==> src/rtl/intc_pkg.sv <==
package intc_pkg;

    localparam int REG_W  = 4;
    localparam int OP_W   = 2;
    localparam int ADDR_W = REG_W + OP_W;
    localparam int CTL_N  = 7;

    typedef enum logic [OP_W-1:0] {
        OP_READ = 2'd0,
        OP_SET  = 2'd1,
        OP_CLR  = 2'd2,
        OP_LOAD = 2'd3
    } op_e;

    typedef enum logic [REG_W-1:0] {
        RG_MODE0 = 4'd0,
        RG_MODE1 = 4'd1,
        RG_MODE2 = 4'd2,
        RG_BANK  = 4'd3,
        RG_ROUTE = 4'd4,
        RG_WAKE  = 4'd5,
        RG_MASK  = 4'd6,
        RG_RISE  = 4'd7,
        RG_FALL  = 4'd8,
        RG_STAT0 = 4'd9,
        RG_STAT1 = 4'd10,
        RG_TEST  = 4'd11
    } reg_e;

    typedef struct packed {
        logic rise;
        logic fall;
        logic hi;
        logic lo;
    } trig_t;

    function automatic trig_t decode_mode(input logic [2:0] code);
        trig_t t;
        t.rise = (code == 3'b001) || (code == 3'b011);
        t.fall = (code == 3'b010) || (code == 3'b011);
        t.hi   = (code == 3'b101);
        t.lo   = (code == 3'b110);
        return t;
    endfunction

endpackage

==> src/rtl/intc_sync.sv <==
module intc_sync #(
    parameter int W = 32
) (
    input  logic         clk,
    input  logic         rst,
    input  logic [W-1:0] d_i,
    output logic [W-1:0] q_o
);
    logic [W-1:0] st1_q;
    logic [W-1:0] st2_q;

    always_ff @(posedge clk) begin
        if (rst) begin
            st1_q <= '0;
            st2_q <= '0;
        end else begin
            st1_q <= d_i;
            st2_q <= st1_q;
        end
    end

    assign q_o = st2_q;
endmodule

==> src/rtl/intc_chan.sv <==
module intc_chan
    import intc_pkg::*;
(
    input  logic       clk,
    input  logic       rst,
    input  logic [2:0] mode_i,
    input  logic       bank_i,
    input  logic       int_i,
    input  logic       ext_i,
    input  logic       clr_rise_i,
    input  logic       clr_fall_i,
    output logic       pend_o,
    output logic       rise_o,
    output logic       fall_o
);
    trig_t trig;
    logic  line;
    logic  prev_q;
    logic  rise_ev;
    logic  fall_ev;

    assign trig    = decode_mode(mode_i);
    assign line    = bank_i ? int_i : ext_i;
    assign rise_ev = trig.rise &  line & ~prev_q;
    assign fall_ev = trig.fall & ~line &  prev_q;

    always_ff @(posedge clk) begin
        if (rst) begin
            prev_q <= 1'b0;
            rise_o <= 1'b0;
            fall_o <= 1'b0;
        end else begin
            prev_q <= line;
            rise_o <= (rise_o & ~clr_rise_i) | rise_ev;
            fall_o <= (fall_o & ~clr_fall_i) | fall_ev;
        end
    end

    assign pend_o = (trig.rise & rise_o) | (trig.fall & fall_o)
                  | (trig.hi & line) | (trig.lo & ~line);

    AST_RISE_NEEDS_MODE: assert property (@(posedge clk) disable iff (rst)
        (rise_o && !$past(rise_o)) |-> $past(trig.rise));
    AST_FALL_NEEDS_MODE: assert property (@(posedge clk) disable iff (rst)
        (fall_o && !$past(fall_o)) |-> $past(trig.fall));
    AST_CAPTURE_STICKY: assert property (@(posedge clk) disable iff (rst)
        (rise_o && !clr_rise_i) |=> rise_o);
endmodule

==> src/rtl/intc_top.sv <==
module intc_top
    import intc_pkg::*;
#(
    parameter int NSRC = 32
) (
    input  logic              clk,
    input  logic              rst,
    input  logic              bus_valid_i,
    input  logic              bus_we_i,
    input  logic [5:0]        bus_addr_i,
    input  logic [NSRC-1:0]   bus_wdata_i,
    output logic [NSRC-1:0]   bus_rdata_o,
    input  logic [NSRC-1:0]   src_int_i,
    input  logic [NSRC-1:0]   src_ext_i,
    output logic              req0_o,
    output logic              req1_o,
    output logic              wake_o
);
    localparam int BANK_IX  = int'(RG_BANK);
    localparam int ROUTE_IX = int'(RG_ROUTE);
    localparam int WAKE_IX  = int'(RG_WAKE);
    localparam int MASK_IX  = int'(RG_MASK);

    logic [NSRC-1:0] ctl_q [CTL_N];
    logic [NSRC-1:0] test_q;
    logic [NSRC-1:0] int_s, ext_s;
    logic [NSRC-1:0] pend, rise_q, fall_q;
    logic [NSRC-1:0] clr_rise, clr_fall;
    logic [NSRC-1:0] stat0, stat1;
    logic [REG_W-1:0] rsel;
    op_e             op;
    logic            wr, rd;

    assign rsel = bus_addr_i[ADDR_W-1:OP_W];
    assign op   = op_e'(bus_addr_i[OP_W-1:0]);
    assign wr   = bus_valid_i &  bus_we_i;
    assign rd   = bus_valid_i & ~bus_we_i;

    assign clr_rise = (wr && rsel == RG_RISE && op == OP_CLR) ? bus_wdata_i : '0;
    assign clr_fall = (wr && rsel == RG_FALL && op == OP_CLR) ? bus_wdata_i : '0;

    always_ff @(posedge clk) begin
        if (rst) begin
            for (int i = 0; i < CTL_N; i++) begin
                ctl_q[i] <= (i == BANK_IX || i == ROUTE_IX) ? '1 : '0;
            end
            test_q <= '0;
        end else if (wr) begin
            for (int i = 0; i < CTL_N; i++) begin
                if (rsel == REG_W'(i)) begin
                    if (op == OP_SET) ctl_q[i] <= ctl_q[i] | bus_wdata_i;
                    if (op == OP_CLR) ctl_q[i] <= ctl_q[i] & ~bus_wdata_i;
                end
            end
            if (rsel == RG_TEST && op == OP_LOAD) test_q <= bus_wdata_i;
        end
    end

    intc_sync #(.W(NSRC)) u_sync_int (.clk(clk), .rst(rst), .d_i(src_int_i), .q_o(int_s));
    intc_sync #(.W(NSRC)) u_sync_ext (.clk(clk), .rst(rst), .d_i(src_ext_i), .q_o(ext_s));

    for (genvar g = 0; g < NSRC; g++) begin : g_src
        intc_chan u_chan (
            .clk       (clk),
            .rst       (rst),
            .mode_i    ({ctl_q[int'(RG_MODE2)][g], ctl_q[int'(RG_MODE1)][g], ctl_q[int'(RG_MODE0)][g]}),
            .bank_i    (ctl_q[BANK_IX][g]),
            .int_i     (int_s[g]),
            .ext_i     (ext_s[g]),
            .clr_rise_i(clr_rise[g]),
            .clr_fall_i(clr_fall[g]),
            .pend_o    (pend[g]),
            .rise_o    (rise_q[g]),
            .fall_o    (fall_q[g])
        );
    end

    assign stat0  = pend & ctl_q[MASK_IX] &  ctl_q[ROUTE_IX];
    assign stat1  = pend & ctl_q[MASK_IX] & ~ctl_q[ROUTE_IX];
    assign req0_o = |stat0;
    assign req1_o = |stat1;
    assign wake_o = |(pend & ctl_q[WAKE_IX]);

    always_ff @(posedge clk) begin
        if (rst || !rd || op != OP_READ) begin
            bus_rdata_o <= '0;
        end else begin
            case (rsel)
                RG_MODE0, RG_MODE1, RG_MODE2, RG_BANK,
                RG_ROUTE, RG_WAKE, RG_MASK: bus_rdata_o <= ctl_q[rsel[2:0]];
                RG_RISE:  bus_rdata_o <= rise_q;
                RG_FALL:  bus_rdata_o <= fall_q;
                RG_STAT0: bus_rdata_o <= stat0;
                RG_STAT1: bus_rdata_o <= stat1;
                RG_TEST:  bus_rdata_o <= test_q;
                default:  bus_rdata_o <= '0;
            endcase
        end
    end

    AST_REQ_NEEDS_MASK: assert property (@(posedge clk) disable iff (rst)
        (req0_o || req1_o) |-> (ctl_q[MASK_IX] != '0));
    AST_WAKE_NEEDS_EN: assert property (@(posedge clk) disable iff (rst)
        wake_o |-> (ctl_q[WAKE_IX] != '0));
    AST_RD_SETCLR_ZERO: assert property (@(posedge clk) disable iff (rst)
        (rd && (op == OP_SET || op == OP_CLR)) |=> (bus_rdata_o == '0));
    AST_IDLE_RDATA_ZERO: assert property (@(posedge clk) disable iff (rst)
        !bus_valid_i |=> (bus_rdata_o == '0));
endmodule

==> config.mk <==
export PLATFORM = sky130hd
export DESIGN_NAME = intc_top
export DESIGN_NICKNAME = d
export VERILOG_FILES = /design/src/rtl/intc_pkg.sv /design/src/rtl/intc_sync.sv /design/src/rtl/intc_chan.sv /design/src/rtl/intc_top.sv
export SDC_FILE = /design/constraint.sdc
export NUM_CORES = 1
export LEC_CHECK = 0
export BUFFER_PORTS_ARGS = -buffer_cell sky130_fd_sc_hd__clkbuf_2
export CORE_ASPECT_RATIO = 0.9
export CORE_MARGIN = 1.5
export CORE_UTILIZATION = 35
export DETAILED_ROUTE_END_ITERATION = 7
export GPL_ROUTABILITY_DRIVEN = 0
export GPL_TIMING_DRIVEN = 0
export PLACE_DENSITY_LB_ADDON = 0.3
export SETUP_SLACK_MARGIN = 0.15
export SYNTH_ARGS = -nofsm -noshare
export SYNTH_HDL_FRONTEND = slang
export SYNTH_HIERARCHICAL = 1
export SYNTH_SLANG_ARGS = --single-unit
==> constraint.sdc <==
create_clock -name clk -period 3.3 [get_ports clk]
set_clock_uncertainty 0.05 [all_clocks]
set_input_delay 0.495 -clock clk [delete_from_list [all_inputs] [get_ports clk]]
set_output_delay 0.495 -clock clk [all_outputs]
set_load 0.05 [all_outputs]
# Word-level counts from Yosys, hierarchy flattened
# Memory sizes are Yosys's and may differ from the RTL's.
# Index checks and enable logic that the tools add are counted.
# word_totals
mem_count	1
ff_bits	288
word_cells	1110
output_inout_bits	35
ramBits	224
inputBits	106
# memory_table
memory	depth	word_bits	read_ports	rd_clocked_by_memory_dff	wr	line	rtl
ctl_q	7	32	8	0	7	intc_top.sv:24	logic [NSRC-1:0] ctl_q [CTL_N];
# classes
bitwise	645
n_eq_ne	174
muxes	109
n_reduce_logical	79
# op_table
op	count
2-to-1 mux 32 bit	16
AND 32 bit	11
AND 1 bit	322
OR 32 bit	7
equality test 3 x 2 -> 1 bit (second input constant)	64
equality test 3 bit (second input constant)	64
case mux 32 bit (6 select lines)	1
OR 1 bit	174
NOT 1 bit	129
equality test 3 x 1 -> 1 bit (second input constant)	32
OR reduction 32 bit	3
2-to-1 mux 1 bit	92
logical OR 1 bit	66
NOT 32 bit	2
equality test 4 x 3 -> 1 bit (second input constant)	4
equality test 4 bit (second input constant)	4
equality test 4 x 2 -> 1 bit (second input constant)	2
OR reduction 7 bit	1
logical AND 1 bit	5
equality test 2 bit (second input constant)	2
equality test 4 x 1 -> 1 bit (second input constant)	1
logical NOT 4 bit	1
equality test 2 x 1 -> 1 bit (second input constant)	1
AND reduction 2 bit	1
2 further kinds	2

# Logic depth before layout (Yosys ltp)
# Gate-level depths: netlist of the first run.
# logic_depth
ltp_word	9
depth_mapped	8
depth_no_buf	7

# Cells and area by module
# The synthesis of the first run kept the hierarchy.
# by_module_without_submodules
module	instances	cells_each	seq_area_each_um2	area_each_um2
intc_top	1	1576	8007.7	15947.8
intc_chan	32	16	60.1	150.1
intc_sync	2	135	1281.2	1918.1

# Least setup slack after synthesis of the first run
# No wires, ideal clock.
# synth_path
kind	reg-to-output
from	memory ctl_q[3][21]
to	output port wake_o
arrival_ns	1.982
path_buffers	0
path_stages_with_launch	7
required_time_ns	2.755
path_slack_ns	0.773
path_cell_list	edfxtp_1 -> mux2i_1 -> o32a_2 -> nand2_1 -> a22oi_1 -> nand4_1 -> or4_1
# synth_lines
item	line	rtl
from (decl)	intc_top.sv:24	
to (decl)	intc_top.sv:17	output logic wake_o

==> flow_summary.json, run 1 <==
{
  "layout.area.seq_um2": 12500,
  "ant_nets": 0,
  "placement.setup.worst_slack_ps": -616,
  "critPathCaptureType": "output port",
  "die-height_um": 254,
  "start_kind": "register",
  "cts_root_buffer": "sky130_fd_sc_hd__clkbuf_16",
  "final_non_filler_cells": 3593,
  "grt_max_degree": 54,
  "synthesis.area_per_instance_um2": 10.4,
  "slew_violations": 0,
  "placed_area_um2": 26600,
  "yosys_top_cell_area_share_pct": 27.4,
  "layout_min_cycle_time_ps": 3550,
  "yosysWarningCount": 6,
  "min_path_type": "in -> reg",
  "layout.nets": 2723,
  "finalInstanceArea_um2": 29600,
  "die_width_um": 282,
  "worst-setup-path-type": "reg -> out",
  "drt_pass1_iterations": 8,
  "post_synth_instance_area_um2": 24600,
  "final_layout_size_suffix_gt1_share_pct": 24.9,
  "layout.filler_cells": 6649,
  "tritoncts": "built",
  "final_routed_drc_violation_total": 24,
  "p_seq_share_pct": 47.6,
  "synth_ff_type": "sky130_fd_sc_hd__dfxtp_1",
  "crit_fanout": 5,
  "drt_first_iter_violations": 3349,
  "final_cell_mix": "sky130_fd_sc_hd__dfxtp_1, sky130_fd_sc_hd__nor2_1, sky130_fd_sc_hd__edfxtp_1",
  "tritoncts.num_buffers": 54,
  "route.detailed.vias_per_inst": 5.99,
  "pwr_dens_nw_per_um2": 496,
  "number_of_placement_rows": 91,
  "async_reset_ff_share_pct": 0,
  "grt_overflow": 0,
  "worst_slew_margin_rel_pct": 5.73,
  "grt_pass1_vias": 20534,
  "avgRoutedWirePerCell_um": 26.6,
  "worstMarginPinSlew_ps": 1410,
  "core_area_um2": 69000,
  "cp-endpoint": "req1_o",
  "data_arrival_at_the_endpoint_of_the_critical_path_ps": 3010,
  "first_pass_grt_wire_length_um": 137000,
  "rsz0062_at_grt": "yes",
  "buffer_ports.inserted": 139,
  "r2r_slack_ps": 770,
  "dp.final_hpwl_um": 66200,
  "synth_seq_area_share_pct": 50.8,
  "top_level_ports": 141,
  "tritoncts_num_sinks": 512,
  "failed_checks": "DRC, setup timing",
  "worstReg2RegEnd": "bus_rdata_o[11]",
  "wl_um": 95700,
  "multi_input_logic_area_um2": 12000,
  "synthesis.nets": 2464,
  "final_critical_path_share_of_the_clock_period_pct": 108,
  "final_critical_path_setup_slack_ps": -253,
  "p_sw_share_pct": 24.9,
  "ff2ff_path_depth": 7,
  "antenna_found_initial": 8,
  "status": "finished, violations left",
  "synthesis_to_finish_area_growth_pct": 20.5,
  "synthTopCellsByArea": "sky130_fd_sc_hd__edfxtp_1, sky130_fd_sc_hd__dfxtp_1, sky130_fd_sc_hd__nor2b_2",
  "floorplan.initialDensity_pct": 35.6,
  "timing.max_cap.violations": 0,
  "final_core_utilization_pct": 42.9,
  "syn_inst": 2358,
  "p_sw_mw": 3.66,
  "leading_area_contributor_after_synthesis": "sky130_fd_sc_hd__edfxtp_1",
  "clock_latency_ps": 620,
  "max-vdd-ir-drop_mv": 0.379,
  "comb_power_share_pct": 8.8,
  "startpoint": "ctl_q[3][19]",
  "intPower_mw": 11.0,
  "numPlacedInstances": 3433,
  "whs_path_depth": 2,
  "globalRouteTotalUtil_pct": 26.1,
  "whs_ps": 32.3,
  "power_frac_clock_pct": 43.6,
  "setup-violations-final": 2,
  "netlist-cell-type-count": 60,
  "r2r-start": "ctl_q[3][11]",
  "postSynthRegisterBits": 512,
  "clock_tree.buffer_depth": 3,
  "die_area_um2": 71900,
  "hold_viol": 0,
  "final_common_cell": "sky130_fd_sc_hd__dfxtp_1",
  "path_clk_slew_ps": 60,
  "ctsHtreeMaxLevel": 2,
  "worst-endpoint-required_ps": 2750,
  "p_leak_nw": 10.2,
  "timing.fmax_mhz": 281,
  "synth-edff-count": 224,
  "count_of_vias_placed_by_the_detailed_router": 21539
}
[per-layer routing]
layer  vias up  global-route usage (%)  share of wire, %
li1       9278                       -                 -
met1     10383                    33.8                39
met2      1548                    38.8                43
met3       316                    9.77                14
met4        14                    11.5               4.6
met5         -                   0.675              0.15
[cell type report]
type,count,share of cell area (%)
Clock inverter,16,0.536
Multi-Input combinational cell,1685,40.4
Sequential cell,512,42.2
Timing Repair Buffer,203,4.39
Tap cell,930,3.93
Clock buffer,85,5.75
Antenna cell,1,0.00845
Buffer,155,2.73
Inverter,6,0.0760
[sequential cells by signal, summed over array words and instances, names as in the netlist]
| name | cells |
|---|---|
| test_q | 32 |
| g_src.u_chan/prev_q | 32 |
| u_sync_int/q_o | 32 |
| u_sync_int/st1_q | 32 |
| u_sync_ext/st1_q | 32 |
| g_src.u_chan/fall_o | 32 |
| u_sync_ext/q_o | 32 |
| ctl_q | 224 |
| bus_rdata_o | 32 |
| g_src.u_chan/rise_o | 32 |
[kinds of logic (layout without fill, tap and decap cells)]
family | count (synthesis) | after routing | synth area share, %
AO/OA/AOI/OAI | 490 | 490 | 14.1
XOR/XNOR | 1 | 1 | 0.0356
buffers and inverters | 161 | 465 | 3.38
flip-flops | 512 | 512 | 50.8
multiplexers | 140 | 140 | 7.14
other | 0 | 1 | 0
AND/OR/NAND/NOR | 1054 | 1054 | 24.6
[cell usage after synthesis (38+ instances only)]
master,count
sky130_fd_sc_hd__a211o_1,38
sky130_fd_sc_hd__a211oi_1,65
sky130_fd_sc_hd__a21oi_1,121
sky130_fd_sc_hd__a22oi_1,77
sky130_fd_sc_hd__and2_1,99
sky130_fd_sc_hd__buf_2,40
sky130_fd_sc_hd__clkbuf_1,86
sky130_fd_sc_hd__dfxtp_1,288
sky130_fd_sc_hd__edfxtp_1,224
sky130_fd_sc_hd__mux2i_1,90
sky130_fd_sc_hd__nand2_1,167
sky130_fd_sc_hd__nand2b_1,79
sky130_fd_sc_hd__nand3_1,55
sky130_fd_sc_hd__nand4b_1,70
sky130_fd_sc_hd__nor2_1,242
sky130_fd_sc_hd__nor2b_1,45
sky130_fd_sc_hd__nor2b_2,120
sky130_fd_sc_hd__nor3_1,102
[power by group through the flow]
stage | Combinational, mW | Clock, mW | Sequential [mW]
floorplan | 0.671 | 0 | 7.04
global placement | 1.14 | 0 | 7.10
detailed placement | 1.17 | 0 | 7.10
CTS | 1.24 | 6.49 | 6.97
global route | 1.34 | 6.72 | 7.00
finish | 1.29 | 6.41 | 6.99
[worst min-delay path by stage]
stage / start / to / slack, ps
2_1_floorplan: u_sync_ext/st1_q[0] / u_sync_ext/q_o[0] / 360
4_1_cts: src_int_i[30] / u_sync_int/st1_q[30] / 10
3_5_place_dp: u_sync_int/st1_q[7] / u_sync_int/q_o[7] / 370
5_1_grt: src_int_i[20] / u_sync_int/st1_q[20] / 40
3_3_place_gp: u_sync_int/st1_q[0] / u_sync_int/q_o[0] / 370
6_report: src_int_i[30] / u_sync_int/st1_q[30] / 30
[stage by stage]
| step | setup TNS [ps] | total power [mW] |
|---|---|---|
| after floorplan | 0 | 7.71 |
| after global placement | -716400 | 8.23 |
| after detailed placement | -77890 | 8.27 |
| after CTS | -195 | 14.7 |
| after global routing | -396 | 15.1 |
| final | -320 | 14.7 |
[critical path, cell delays in order, from the launching register on]
cell	delay (ps)
sky130_fd_sc_hd__edfxtp_1	420
sky130_fd_sc_hd__mux2i_4	330
sky130_fd_sc_hd__o32a_4	200
sky130_fd_sc_hd__nand2_4	50
sky130_fd_sc_hd__nand3b_1	310
sky130_fd_sc_hd__o2111ai_2	250
sky130_fd_sc_hd__nor3_2	210
sky130_fd_sc_hd__nand4_1	340
sky130_fd_sc_hd__buf_8	280
[timing repair]
item	4_1_cts	5_1_grt
endpoints found under the setup margin	52	42
gates resized for setup	116	25
buffers inserted	47	11
pin swaps	17	9
hold buffers	0	0
Note: power is estimated with default switching activity, not from simulation.
==> run 2: changes to the inputs <==
--- a/config.mk
+++ b/config.mk
@@ -13,6 +13,7 @@
 export GPL_ROUTABILITY_DRIVEN = 0
 export GPL_TIMING_DRIVEN = 0
 export PLACE_DENSITY_LB_ADDON = 0.3
+export REMOVE_ABC_BUFFERS = 1
 export SETUP_SLACK_MARGIN = 0.15
 export SYNTH_ARGS = -nofsm -noshare
 export SYNTH_HDL_FRONTEND = slang
==> flow_summary.json, run 2 (synthesis gave the netlist of run 1 again) <==
{
  "status": "finished, violations left",
  "failed_checks": "setup timing",
  "grt_pass1_vias": 18978,
  "multi_input_logic_area_um2": 12100,
  "floorplan.initialDensity_pct": 35.6,
  "final_common_cell": "sky130_fd_sc_hd__dfxtp_1",
  "final_layout_size_suffix_gt1_share_pct": 25.3,
  "count_of_vias_placed_by_the_detailed_router": 19918,
  "finalInstanceArea_um2": 29400,
  "start_kind": "register",
  "rsz0062_at_grt": "yes",
  "layout_min_cycle_time_ps": 3490,
  "timing.fmax_mhz": 287,
  "hold_viol": 0,
  "setup_tns_after_final_layout_ps": -371,
  "use_met2_pct": 33.2,
  "global_route.peak_usage_layer": "met2",
  "final_critical_path_setup_slack_ps": -186,
  "layout.area.seq_um2": 12500,
  "top_level_ports": 141,
  "number_of_placement_rows": 91,
  "worst_hold_path_ep": "u_sync_int/st1_q[13]",
  "ctsHtreeMaxLevel": 2,
  "largest_register_ff_count": 224,
  "core_area_um2": 69000,
  "grt_overflow": 0,
  "first_pass_grt_wire_length_um": 117000,
  "whs_path_depth": 2,
  "numPlacedInstances": 3300,
  "clock_tree.buffer_depth": 3,
  "ff2ff_path_depth": 10,
  "ant_nets": 0,
  "globalRouteTotalUtil_pct": 21.3,
  "max-vdd-ir-drop_mv": 0.375,
  "critPathCaptureType": "output port",
  "holdCritStartpoint": "src_int_i[13]",
  "grt_max_degree": 114,
  "buffer_ports.inserted": 140,
  "avgRoutedWirePerCell_um": 22.6,
  "p_leak_nw": 10.0,
  "drt_pass1_iterations": 6,
  "worstReg2RegEnd": "bus_rdata_o[11]",
  "data_arrival_at_the_endpoint_of_the_critical_path_ps": 2940,
  "die-height_um": 254,
  "min_path_type": "in -> reg",
  "path_clk_slew_ps": 60,
  "final_critical_path_share_of_the_clock_period_pct": 106,
  "placed_area_um2": 26300,
  "cts_root_buffer": "sky130_fd_sc_hd__clkbuf_16",
  "timing.max_cap.violations": 0,
  "tritoncts_num_sinks": 512,
  "met1_usage_pct": 29.5,
  "layout.filler_cells": 6544,
  "worst-endpoint-required_ps": 2750,
  "die_area_um2": 71900,
  "total_power_mw": 14.4,
  "startpoint": "ctl_q[3][17]",
  "tritoncts": "built",
  "final_routed_drc_violation_total": 0,
  "met3_usage_pct": 4.55,
  "dp.final_hpwl_um": 50300,
  "drt_first_iter_violations": 2252,
  "clock_latency_ps": 630,
  "crit_fanout": 5,
  "final_non_filler_cells": 3468,
  "wl_um": 78400,
  "worst-setup-path-type": "reg -> out",
  "tritoncts.num_buffers": 57,
  "r2r-start": "ctl_q[3][11]",
  "slew_violations": 0,
  "pwr_dens_nw_per_um2": 490,
  "worstMarginPinSlew_ps": 1120,
  "synthesis_to_finish_area_growth_pct": 19.5,
  "regMostFlops": "ctl_q",
  "layout.nets": 2595,
  "r2r_slack_ps": 560,
  "final_cell_mix": "sky130_fd_sc_hd__dfxtp_1, sky130_fd_sc_hd__nor2_1, sky130_fd_sc_hd__edfxtp_1",
  "setup-violations-final": 3,
  "worst_slew_margin_rel_pct": 25.2,
  "antenna_found_initial": 6,
  "route.detailed.vias_per_inst": 5.74,
  "final_core_utilization_pct": 42.6,
  "die_width_um": 282
}
[run 2: cell count changes in the layout (fill, tap and decap cells not counted), moves of 4 or more]
cell,delta
sky130_fd_sc_hd__clkbuf_2,-4
sky130_fd_sc_hd__a22oi_1,+5
sky130_fd_sc_hd__clkinv_1,+4
sky130_fd_sc_hd__buf_2,-40
sky130_fd_sc_hd__clkbuf_1,-85
sky130_fd_sc_hd__buf_12,+5
sky130_fd_sc_hd__o22ai_1,-4
sky130_fd_sc_hd__a22oi_2,-5
sky130_fd_sc_hd__nand2_1,-9
sky130_fd_sc_hd__nand2_2,+8
sky130_fd_sc_hd__buf_4,-13
sky130_fd_sc_hd__buf_16,+5
sky130_fd_sc_hd__buf_6,-6
[run 2: how the worst max path moves through the flow]
stage,slack (ps),endpoint,depth (start not counted)
CTS,-160,wake_o,7
floorplan,-110,ctl_q[4][0],3
global placement,-8370,ctl_q[2][2],4
detailed placement,-1650,g_src[2].u_chan/fall_o,9
global route,-220,wake_o,7
finish,-190,wake_o,7
[run 2: area by class of cell]
class                           count  area share [%]
Antenna cell                        1         0.00852
Multi-Input combinational cell   1686            41.2
Sequential cell                   512            42.5
Inverter                            6          0.0767
Clock inverter                     19           0.345
Clock buffer                       88            5.95
Timing Repair Buffer              226            5.90
Tap cell                          930            3.96
[run 2: metrics by stage]
step                hold slack (ps)  setup slack [ps]
floorplan                       364              -111
global placement                373             -8370
detailed placement              370             -1650
CTS                            2.08              -158
global route                   20.7              -216
finish                         29.0              -186
[run 2: per-layer routing]
layer  wire length [µm]  part of all wire, %  vias to the layer above
li1                   -                    -                     9019
met5                 48                0.061                        -
met4               2170                  2.8                        8
met2              35700                   46                      973
met3               7570                  9.7                      144
met1              32900                   42                     9774
[run 2: timing repair]
| action | in CTS | in global routing |
|---|---|---|
| hold buffers | 1 | 0 |
| cloned | 0 | 1 |
| gates resized for setup | 144 | 16 |
| endpoints found under the setup margin | 333 | 121 |
| buffers inserted | 52 | 6 |
| hold endpoints to repair | 1 | 0 |
| pin swaps | 22 | 7 |
[run 2: where the power goes]
part | switching (mW) | total (mW) | internal [mW]
Sequential | 0.174 | 6.98 | 6.80
Clock | 2.66 | 6.29 | 3.63
Combinational | 0.690 | 1.13 | 0.436
[run 2: critical path, cell delays in order, from the launching register on]
cell                        delay (ps)
sky130_fd_sc_hd__edfxtp_1          420
sky130_fd_sc_hd__mux2i_4           330
sky130_fd_sc_hd__o32a_4            200
sky130_fd_sc_hd__nand2_4            60
sky130_fd_sc_hd__a22oi_2           300
sky130_fd_sc_hd__nand4_1           200
sky130_fd_sc_hd__or4_4             620
sky130_fd_sc_hd__clkbuf_16         200
